$ cat config.mk
export PLATFORM = sky130hd
export DESIGN_NAME = pio_reg_seq
export DESIGN_NICKNAME = d
export VERILOG_FILES = /design/src/rtl/pio_pkg.sv /design/src/rtl/pio_phase_ctrl.sv /design/src/rtl/pio_bus_drv.sv /design/src/rtl/pio_rd_capture.sv /design/src/rtl/pio_reg_seq.sv
export SDC_FILE = /design/constraint.sdc
export NUM_CORES = 1
export LEC_CHECK = 0
export ABC_AREA = 1
export ABC_CLOCK_PERIOD_IN_PS = 3400
export BUFFER_PORTS_ARGS = -buffer_cell sky130_fd_sc_hd__buf_2
export CORE_MARGIN = 3
export CORE_UTILIZATION = 40
export CTS_CLUSTER_SIZE = 24
export DETAILED_ROUTE_END_ITERATION = 8
export GPL_TIMING_DRIVEN = 1
export PLACE_DENSITY_LB_ADDON = 0.08
export SLEW_MARGIN = 10
export SYNTH_ARGS = -nofsm -noshare
export SYNTH_HDL_FRONTEND = slang
export SYNTH_SLANG_ARGS = --single-unit
$ cat constraint.sdc
create_clock -name clk -period 3.4 [get_ports clk]
set_input_delay 0.17 -clock clk [delete_from_list [all_inputs] [get_ports clk]]
set_output_delay 0.17 -clock clk [all_outputs]
set_load 0.01 [all_outputs]
$ cat src/rtl/pio_pkg.sv
package pio_pkg;

    typedef enum logic [2:0] {
        PH_IDLE,
        PH_SETUP,
        PH_ACTIVE,
        PH_HOLD,
        PH_RECOV
    } phase_e;

    localparam int unsigned DATA_W = 8;
    localparam int unsigned REG_AW = 3;
    localparam int unsigned SEL_W  = 2;

    typedef struct packed {
        logic              wr;
        logic [SEL_W-1:0]  sel;
        logic [REG_AW-1:0] reg_a;
        logic [DATA_W-1:0] wdata;
    } pio_req_t;

    function automatic int unsigned ns_to_cyc(input int unsigned ns, input int unsigned clk_ns);
        int unsigned r;
        r = (ns + clk_ns - 1) / clk_ns;
        if (r < 1) r = 1;
        return r;
    endfunction

    function automatic int unsigned umax(input int unsigned a, input int unsigned b);
        return (a > b) ? a : b;
    endfunction

    function automatic int unsigned shortfall(input int unsigned need, input int unsigned have);
        return (need > have) ? need - have : 0;
    endfunction

endpackage

$ cat src/rtl/pio_phase_ctrl.sv
module pio_phase_ctrl
    import pio_pkg::*;
#(
    parameter int unsigned SETUP_C = 3,
    parameter int unsigned ACT_C   = 7,
    parameter int unsigned HOLD_C  = 1,
    parameter int unsigned TAIL_C  = 4,
    parameter int unsigned CNT_W   = 4
) (
    input  logic   clk,
    input  logic   rst,
    input  logic   start,
    output phase_e phase,
    output logic   last
);
    localparam logic [CNT_W-1:0] LD_SETUP = CNT_W'(SETUP_C - 1);
    localparam logic [CNT_W-1:0] LD_ACT   = CNT_W'(ACT_C - 1);
    localparam logic [CNT_W-1:0] LD_HOLD  = CNT_W'(HOLD_C - 1);
    localparam logic [CNT_W-1:0] LD_TAIL  = CNT_W'(TAIL_C - 1);

    logic [CNT_W-1:0] cnt;

    assign last = (phase != PH_IDLE) && (cnt == '0);

    always_ff @(posedge clk) begin
        if (rst) begin
            phase <= PH_IDLE;
            cnt   <= '0;
        end else begin
            case (phase)
                PH_IDLE: begin
                    if (start) begin
                        phase <= PH_SETUP;
                        cnt   <= LD_SETUP;
                    end
                end
                PH_SETUP: begin
                    if (last) begin
                        phase <= PH_ACTIVE;
                        cnt   <= LD_ACT;
                    end else begin
                        cnt <= cnt - 1'b1;
                    end
                end
                PH_ACTIVE: begin
                    if (last) begin
                        phase <= PH_HOLD;
                        cnt   <= LD_HOLD;
                    end else begin
                        cnt <= cnt - 1'b1;
                    end
                end
                PH_HOLD: begin
                    if (last) begin
                        phase <= PH_RECOV;
                        cnt   <= LD_TAIL;
                    end else begin
                        cnt <= cnt - 1'b1;
                    end
                end
                PH_RECOV: begin
                    if (last) begin
                        phase <= PH_IDLE;
                    end else begin
                        cnt <= cnt - 1'b1;
                    end
                end
                default: begin
                    phase <= PH_IDLE;
                    cnt   <= '0;
                end
            endcase
        end
    end

endmodule

$ cat src/rtl/pio_bus_drv.sv
module pio_bus_drv
    import pio_pkg::*;
(
    input  logic              clk,
    input  logic              rst,
    input  logic              start,
    input  pio_req_t          req,
    input  phase_e            phase,
    input  logic              last,
    output logic [SEL_W-1:0]  cs_n,
    output logic [REG_AW-1:0] da,
    output logic              rd_n,
    output logic              wr_n,
    output logic [DATA_W-1:0] dout,
    output logic              oe,
    output logic              ready,
    output logic              wr_q
);
    always_ff @(posedge clk) begin
        if (rst) begin
            cs_n  <= '1;
            da    <= '0;
            rd_n  <= 1'b1;
            wr_n  <= 1'b1;
            dout  <= '0;
            oe    <= 1'b0;
            ready <= 1'b1;
            wr_q  <= 1'b0;
        end else begin
            if (start) begin
                cs_n  <= ~req.sel;
                da    <= req.reg_a;
                dout  <= req.wdata;
                wr_q  <= req.wr;
                ready <= 1'b0;
            end
            if (last) begin
                case (phase)
                    PH_SETUP: begin
                        if (wr_q) begin
                            wr_n <= 1'b0;
                            oe   <= 1'b1;
                        end else begin
                            rd_n <= 1'b0;
                        end
                    end
                    PH_ACTIVE: begin
                        rd_n <= 1'b1;
                        wr_n <= 1'b1;
                    end
                    PH_HOLD: begin
                        cs_n <= '1;
                        oe   <= 1'b0;
                    end
                    PH_RECOV: ready <= 1'b1;
                    default: ;
                endcase
            end
        end
    end

endmodule

$ cat src/rtl/pio_rd_capture.sv
module pio_rd_capture
    import pio_pkg::*;
(
    input  logic              clk,
    input  logic              rst,
    input  phase_e            phase,
    input  logic              last,
    input  logic              wr_q,
    input  logic [DATA_W-1:0] din,
    output logic              done,
    output logic [DATA_W-1:0] rdata
);
    logic negate;
    assign negate = last && (phase == PH_ACTIVE);

    always_ff @(posedge clk) begin
        if (rst) begin
            done  <= 1'b0;
            rdata <= '0;
        end else begin
            done <= negate;
            if (negate && !wr_q) rdata <= din;
        end
    end

endmodule

$ cat src/rtl/pio_reg_seq.sv
module pio_reg_seq
    import pio_pkg::*;
#(
    parameter int unsigned CLK_NS     = 10,
    parameter int unsigned T_ASU_NS   = 25,
    parameter int unsigned T_ACT_NS   = 70,
    parameter int unsigned T_REC_NS   = 25,
    parameter int unsigned T_CYC_NS   = 120,
    parameter int unsigned T_WSU_NS   = 20,
    parameter int unsigned T_WDH_NS   = 10,
    parameter int unsigned T_AH_NS    = 10,
    parameter int unsigned T_REL_NS   = 30
) (
    input  logic        clk,
    input  logic        rst,
    input  logic        req_valid,
    output logic        req_ready,
    input  logic        req_wr,
    input  logic [4:0]  req_addr,
    input  logic [7:0]  req_wdata,
    output logic        rsp_done,
    output logic [7:0]  rsp_rdata,
    output logic [1:0]  dev_cs_n,
    output logic [2:0]  dev_da,
    output logic        dev_rd_n,
    output logic        dev_wr_n,
    output logic [7:0]  dd_out,
    output logic        dd_oe,
    input  logic [7:0]  dd_in
);
    localparam int unsigned SETUP_C   = ns_to_cyc(T_ASU_NS, CLK_NS);
    localparam int unsigned ACT_C     = umax(ns_to_cyc(T_ACT_NS, CLK_NS), ns_to_cyc(T_WSU_NS, CLK_NS));
    localparam int unsigned REC_MIN_C = ns_to_cyc(T_REC_NS, CLK_NS);
    localparam int unsigned CYC_C     = ns_to_cyc(T_CYC_NS, CLK_NS);
    localparam int unsigned HOLD_C    = umax(ns_to_cyc(T_AH_NS, CLK_NS), ns_to_cyc(T_WDH_NS, CLK_NS));
    localparam int unsigned REL_C     = ns_to_cyc(T_REL_NS, CLK_NS);
    localparam int unsigned STRETCH_C = shortfall(CYC_C, ACT_C + REC_MIN_C);
    localparam int unsigned REC_C     = umax(REC_MIN_C + STRETCH_C, umax(REL_C, HOLD_C + 1));
    localparam int unsigned TAIL_C    = REC_C - HOLD_C;
    localparam int unsigned MAX_C     = umax(umax(SETUP_C, ACT_C), umax(HOLD_C, TAIL_C));
    localparam int unsigned CNT_W     = $clog2(MAX_C + 1);

    pio_req_t req;
    phase_e   phase;
    logic     last;
    logic     start;
    logic     wr_q;

    assign req   = '{wr: req_wr, sel: req_addr[4:3], reg_a: req_addr[2:0], wdata: req_wdata};
    assign start = req_valid && req_ready;

    pio_phase_ctrl #(
        .SETUP_C (SETUP_C),
        .ACT_C   (ACT_C),
        .HOLD_C  (HOLD_C),
        .TAIL_C  (TAIL_C),
        .CNT_W   (CNT_W)
    ) u_phase (
        .clk   (clk),
        .rst   (rst),
        .start (start),
        .phase (phase),
        .last  (last)
    );

    pio_bus_drv u_bus (
        .clk   (clk),
        .rst   (rst),
        .start (start),
        .req   (req),
        .phase (phase),
        .last  (last),
        .cs_n  (dev_cs_n),
        .da    (dev_da),
        .rd_n  (dev_rd_n),
        .wr_n  (dev_wr_n),
        .dout  (dd_out),
        .oe    (dd_oe),
        .ready (req_ready),
        .wr_q  (wr_q)
    );

    pio_rd_capture u_cap (
        .clk   (clk),
        .rst   (rst),
        .phase (phase),
        .last  (last),
        .wr_q  (wr_q),
        .din   (dd_in),
        .done  (rsp_done),
        .rdata (rsp_rdata)
    );

endmodule

After elaboration in Yosys (flattened, before gate mapping)

Cells that the tools add are included.

Flip-flop bits (word level): 33
Input bits: 25
Output and inout bits: 26
Logic and storage cells: 65

$add $sub $neg: 1
Equal/unequal tests: 12
Mux-type cells: 24
Bitwise gates (word level): 1
Reduce and logical (&&, ||, !) cells: 15

Operators by type and width:

| operator              | count |
|---|---|
| $mux W3               | 10 |
| $pmux W3 S5           | 2 |
| $ne A2 B1 Y1 const B  | 5 |
| $reduce_and A3 Y1     | 3 |
| $eq A3 B2 Y1 const B  | 2 |
| $logic_not A3 Y1      | 2 |
| $mux W1               | 6 |
| $mux W2               | 3 |
| $ne A2 B2 Y1 const B  | 3 |
| $pmux W1 S2           | 3 |
| $reduce_and A5 Y1     | 1 |
| $logic_and A1 B1 Y1   | 4 |
| $reduce_bool A2 Y1    | 2 |
| $eq A3 B1 Y1 const B  | 1 |
| $eq A3 B3 Y1 const B  | 1 |
| $reduce_bool A3 Y1    | 1 |
| $sub A3 B1 Y3 const B | 1 |
| $not A2 Y2            | 1 |
| $reduce_and A2 Y1     | 1 |
| $logic_not A1 Y1      | 1 |

Logic depth before layout (Yosys ltp)

Gate-level depths: netlist (run 1).

Depth after elaboration: 4
Mapped depth: 10
Depth with buffers taken out: 10

Modules after synthesis

A second synthesis (run 1) with hierarchy kept.

Cell total of the unflattened synthesis: 236
Area, all modules: 1,621.6 um2

By module, submodules not included:

| module         | times used | cells an instance | area an instance (um2) | seq. area each (um2) |
|---|---|---|---|---|
| pio_bus_drv    | 1          | 90                | 691.9                  | 360.3 |
| pio_rd_capture | 1          | 72                | 470.5                  | 180.2 |
| pio_phase_ctrl | 1          | 72                | 451.7                  | 120.1 |
| pio_reg_seq    | 1          | 2                 | 7.5                    | 0.0 |

Least setup slack after synthesis (run 1)

OpenSTA, ideal clock, no wires.

Path type: register to register
Start: register u_phase.cnt[0]
End: register u_phase.cnt[0]
Library setup time: 132 ps
Arrival time: 1,165 ps
Data required time: 3,268 ps
Setup slack: 2,103 ps
Stages on the path, launching flop included: 10
Buffers on the path: 0
Period minus slack after synthesis: 1,297 ps
Cells stage by stage: dfxtp_1 -> inv_1 -> ha_1 -> inv_2 -> nor2_2 -> nand3_1 -> nand2_2 -> nor2_2 -> nand3_1 -> a21oi_1

Longest elaborated chain between the ends: 4
Elaborated cells between the ends (all ways): 10
Classes of those cells: 1 x add/sub; 1 x eq/ne; 5 x mux; 3 x reduce/logical

Ends and longest elaborated chain:

| element                                                               | RTL line             | source |
|---|---|---|
| start, declared                                                       | pio_phase_ctrl.sv:21 | `logic [CNT_W-1:0] cnt;` |
| start signal, assigned                                                | pio_phase_ctrl.sv:42 | `cnt <= cnt - 1'b1;` |
| start signal, assigned                                                | pio_phase_ctrl.sv:50 | `cnt <= cnt - 1'b1;` |
| start signal, assigned                                                | pio_phase_ctrl.sv:58 | `cnt <= cnt - 1'b1;` |
| parallel branches: the longest is 4 deep, another holds $sub A3 B1 Y3 | --                   |  |

Several ways; the timed one is not identified. The select of a mux whose other input is x is not followed.
A chain may end at the register's enable or synchronous reset.

Worst setup path after layout (run 1)

Ends and elaborated chain as after synthesis.

==> results of run 1 <==
## through the flow
step / setup WS, ps / hold WS (ps)
after floorplan: 2100 / 299
final: 1940 / 60.1
after global routing: 1770 / 53.3
after global placement: 1990 / 401
after detailed placement: 1960 / 396
after CTS: 1950 / 44.5
## cells in the final DEF (no fill, tap or decap), types with 5 or more instances in the layout
| master | Yosys | final |
|---|---|---|
| nand3_1 | 19 | 19 |
| a21oi_1 | 17 | 17 |
| dfxtp_1 | 33 | 33 |
| clkbuf_4 | 0 | 5 |
| nor2_1 | 25 | 25 |
| nand2_2 | 6 | 6 |
| buf_2 | 1 | 50 |
| inv_1 | 13 | 13 |
| o21ai_0 | 12 | 12 |
| nand2_1 | 42 | 42 |
## cells by family (layout without fill, tap and decap cells)
logic type	after synthesis	count (layout)	share of synthesized area, %
flip-flops	33	33	46.6
adder cells (fa/ha/maj)	2	2	1.76
AND/OR/NAND/NOR	100	100	32.1
buffers and inverters	22	73	6.44
AO/OA/AOI/OAI	35	35	13.1
## final timing paths
check	end	slack, ps	startpoint	cells past startpoint
worst max-delay path	u_phase.cnt[0]	1940	u_phase.cnt[0]	9
worst min register to register	u_bus.wr_n	460	u_bus.wr_n	2
worst max register to register	u_phase.cnt[0]	1940	u_phase.cnt[0]	9
worst min-delay path	u_bus.ready	60	req_valid	2
## state kept, by name, indices dropped and copies added (netlist names)
register and flops:
u_bus.rd_n 1, u_phase.cnt 3, u_bus.dout 8, u_bus.cs_n 2, u_cap.rdata 8, u_bus.oe 1
u_bus.ready 1, u_bus.da 3, u_bus.wr_q 1, u_cap.done 1, u_bus.wr_n 1, u_phase.phase 3
## per-layer routing
metal | vias up | wire (um)
met5 | - | 0
met4 | 0 | 19
met3 | 2 | 237
met2 | 42 | 1510
met1 | 623 | 1430
li1 | 728 | -
## area by class of cell
| cell class | instances | share of cell area (%) |
|---|---|---|
| Clock inverter | 3 | 3.63 |
| Sequential cell | 33 | 36.9 |
| Inverter | 15 | 3.14 |
| Timing Repair Buffer | 50 | 14.0 |
| Clock buffer | 5 | 2.10 |
| Multi-Input combinational cell | 137 | 37.2 |
| Tap cell | 44 | 3.07 |
## power by group
part           switching (uW)  internal (uW)
registers                51.6            450
logic                     324            181
clock network             130            228
total                     506            859
==> impl_metrics.ini, run 1 <==
[run_status]
status = completed

[clocking]
cts_tree = built
clock-root-buffer = clkbuf_4
cts_buffers = 5
clkLatencyLatePin_ps = 330
htreeDepth = 2
postCtsHoldBufs = 0
cts.clk_slew.worst_paths_ps = 100
cts_sinks = 33
post-cts-setup-buffer-count = 0
cts_max_path_buffers = 2
cts_resized = 0

[routing]
vias = 1395
ant_nets = 0
via_per_inst = 4.86
drtPass1Iterations = 4
wl_um = 3200
drt_iter0_drc = 73
route.detailed.wl_per_inst_um = 11.1
drcViolationCount = 0

[sta]
drv_slew = 0
finalCritPeriodShare_pct = 43.1
rsz0062_at_grt = no
tns_ps = 0
slew_headroom_pct = 62.9
layout_min_cycle_time_ps = 1460
clock.fmax_mhz = 683
hold_violations = 0
finalSetupViolCount = 0
worstMarginPinSlew_ps = 555
skew_ps = 2.57

[setup_path]
worst_ep_required_time_ps = 3610
path_class = flop to flop
path_buf_inv = 2
endpoint_kind = flop
cpPeakStageDelay_ps = 330
worst_ep_arrival_time_ps = 1680
cp_slowest_cell = dfxtp_1
path_cells = inv_1 -> ha_1 -> inv_2 -> nor2_2 -> nand3_1 -> nand2_2 -> nor2_2 -> nand3_1 -> a21oi_1
path_max_fanout = 7
cp-start-kind = flop
crit_family = simple AND/OR/NAND/NOR gates

[finish]
regArea_um2 = 661
utilization_pct = 55.9
areaGrowthSynthToFinish_pct = 26.3
antenna_cells = 0
fin_nets = 269
fillers = 356
drive_gt1_share_pct = 29.6
final_cells = 287
stdcell_area_um2 = 1790
multiInputGateArea_um2 = 666

[synthesis]
yosys_warnings = 0
synth_area_um2 = 1420
syn-num-nets = 219
synth_flop_cell = dfxtp_1
yosysTopAreaCell = dfxtp_1
yosys-top-cells-area = dfxtp_1 47%, nand2_1 11%, nand3_1 6.7%
yosysSeqAreaShare_pct = 46.6
ys_seq_elements = 33
synth-edff-count = 0
synthCells = 192
yosysTopAreaCellShare_pct = 46.6
yosysUniqueCellTypes = 22
ys_top_cells_by_count = 42 x nand2_1, 33 x dfxtp_1, 25 x nor2_1, 19 x nand3_1, 17 x a21oi_1
synthMostInstantiatedCell = nand2_1
syn_area_per_cell_um2 = 7.38
ys_async_sr_fraction_pct = 0

[power]
total_power_uw = 1370
peakVddDrop_mv = 0.402
p_leak_uw = 0.000879
p_per_area_nw_per_um2 = 762

[floorplan]
die_area_um2 = 4290
start_util_pct = 44.3
core_um2 = 3200
ioPinCount = 51
std_cell_rows = 20
die_w_um = 65.5
die_h_um = 65.5

[grt]
grtUsageTotal_pct = 16.1
grt_first_pass_wirelength_um = 5440
grt_max_degree = 20
use_met3_pct = 4.79
grtUsageMet1_pct = 20.1
grt_pass1_vias = 1249
busiest_layer = met2
antenna_found_initial = 0
grt.overflow.total = 0
use_met2_pct = 25.7

[placed_design]
gp_congestion = 0.805
portBuffers = 50
place.detailed.hpwl_um = 2320
place_inst = 279
dpl_cell_area_um2 = 1690

[run]
drv_cap = 0

[min_path]
hold_class = primary input to flop
Note: power is estimated with default switching activity, not from simulation.
==> run 2, diff against run 1 <==
ABC_CLOCK_PERIOD_IN_PS = 1300   (was 3400)
clock period = 1.3 ns   (was 3.4 ns; I/O delays follow)
==> run 2 against run 1 <==
  * Utilization increased by 13 points
  * Non-clock buffer count increased by 37
  * Die area stayed put
  * Critical path type unchanged
  * Via count rose by 9.2%
  * Total power increased to 2.9 times the previous value
==> impl_metrics.ini, run 2 (synthesis gave the netlist of run 1 again) <==
[run_status]
status = completed

[clocking]
clkLatencyLatePin_ps = 340
cts.clk_slew.worst_paths_ps = 100
htreeDepth = 2
cts_buffers = 5
cts_tree = built
cts_sinks = 33
clock-root-buffer = clkbuf_4
cts_max_path_buffers = 2

[sta]
finalSetupViolCount = 0
drv_slew = 0
hold_violations = 0
fin_ws_ps = 1.01
layout_min_cycle_time_ps = 1300
clock.fmax_mhz = 770
skew_ps = 4.21
rsz0062_at_grt = yes
worstMarginPinSlew_ps = 400
holdWs_ps = 93.4
finalCritPeriodShare_pct = 99.9
slew_headroom_pct = 73.3

[power]
peakVddDrop_mv = 1.55
p_per_area_nw_per_um2 = 1820
total_power_uw = 3980
p_leak_uw = 0.00104

[routing]
drt_iter0_drc = 65
vias = 1524
drtPass1Iterations = 4
ant_nets = 0
route.detailed.wl_per_inst_um = 11.5
via_per_inst = 4.70
wl_um = 3710
drcViolationCount = 0

[setup_path]
worst_ep_required_time_ps = 1580
path_class = flop to flop
path_max_fanout = 4
worst_ep_arrival_time_ps = 1580
endpoint_kind = flop
cp-start-kind = flop

[grt]
grt_first_pass_wirelength_um = 6230
antenna_found_initial = 0
grt_pass1_vias = 1391
grtUsageTotal_pct = 18.9
grt.overflow.total = 0
grt_max_degree = 18

[finish]
most-common-layout-cells = 50 x buf_2, 41 x nand2_1, 29 x dfxtp_1
fin_nets = 306
final_common_cell = buf_2
antenna_cells = 0
top_regs = u_bus.dout: 8 flops, u_cap.rdata: 8 flops
drive_gt1_share_pct = 35.7
areaGrowthSynthToFinish_pct = 54.5
fillers = 299

[floorplan]
die_w_um = 65.5
start_util_pct = 44.3
std_cell_rows = 20
ioPinCount = 51
die_h_um = 65.5
core_um2 = 3200
die_area_um2 = 4290

[placed_design]
gp_congestion = 0.905
portBuffers = 50
place.detailed.hpwl_um = 2410
place_ws_ps = -21.9

[run]
drv_cap = 0

[min_path]
hold_class = primary input to flop
## run 2: cell types whose count changed in the layout (fill, tap and decap cells not counted), sizes merged
cell	before	now
clkbuf	5	7
clkinv	1	0
bufinv	2	1
dlygate4sd3	0	23
buf	50	64
## run 2: repair_timing
action | CTS | global route
setup endpoints to repair | 14 | 19
hold buffers | 23 | 0
buffers inserted | 1 | 0
endpoints found under the hold margin | 23 | 0
resized for setup | 2 | 19
pin swaps | 2 | 8
## run 2: metrics by stage
step                      instances  TNS (ps)  util (%)  area, um^2
after floorplan                 192         0         -        1420
after global placement          292     -6.73      56.1        1800
after detailed placement        292     -55.3      56.1        1800
after CTS                       324     -23.2      66.5        2130
after global routing            324      -410      68.4        2190
final                           324         0      68.4        2190
## run 2: area by class of cell
type	count	area, um^2	area share [%]
sequential	33	666	30.4
inverter	15	56.3	2.57
clock inverter	1	30.0	1.37
multi-input combinational	137	727	33.2
clock buffer	7	55.1	2.51
timing repair buffer	87	602	27.5
tap	44	55.1	2.51
## run 2: power by group
group,internal (uW),switching (uW)
clock,459,358
combinational,819,1010
sequential,1190,145
total,2470,1510
## run 2: worst paths after layout
| path | slack, ps | start | cells after the start | end |
|---|---|---|---|---|
| min reg2reg | 450 | u_bus.wr_n | 2 | u_bus.wr_n |
| max | 1 | u_phase.cnt[1] | 8 | u_phase.cnt[0] |
| max reg2reg | 1 | u_phase.cnt[1] | 8 | u_phase.cnt[0] |
| min | 90 | rst | 3 | u_phase.cnt[0] |
## run 2: per-layer routing
metal  up-vias  part of all wire (%)  global-route usage, %  wire, um
met2        39                    48                   31.6      1790
li1        800                     -                      -         -
met1       679                    45                   22.6      1680
met5         -                     0                      0         0
met4         0                   1.3                   6.22        50
met3         6                   5.2                   6.15       193
## run 2: critical path: stages, from the launching register on
cell and delay [ps]:
dfxtp_2 330, inv_2 70, ha_4 140, inv_2 40, nor2_4 150, nand4_1 190, nand2_1 130, nand3_2 80
a21oi_2 110
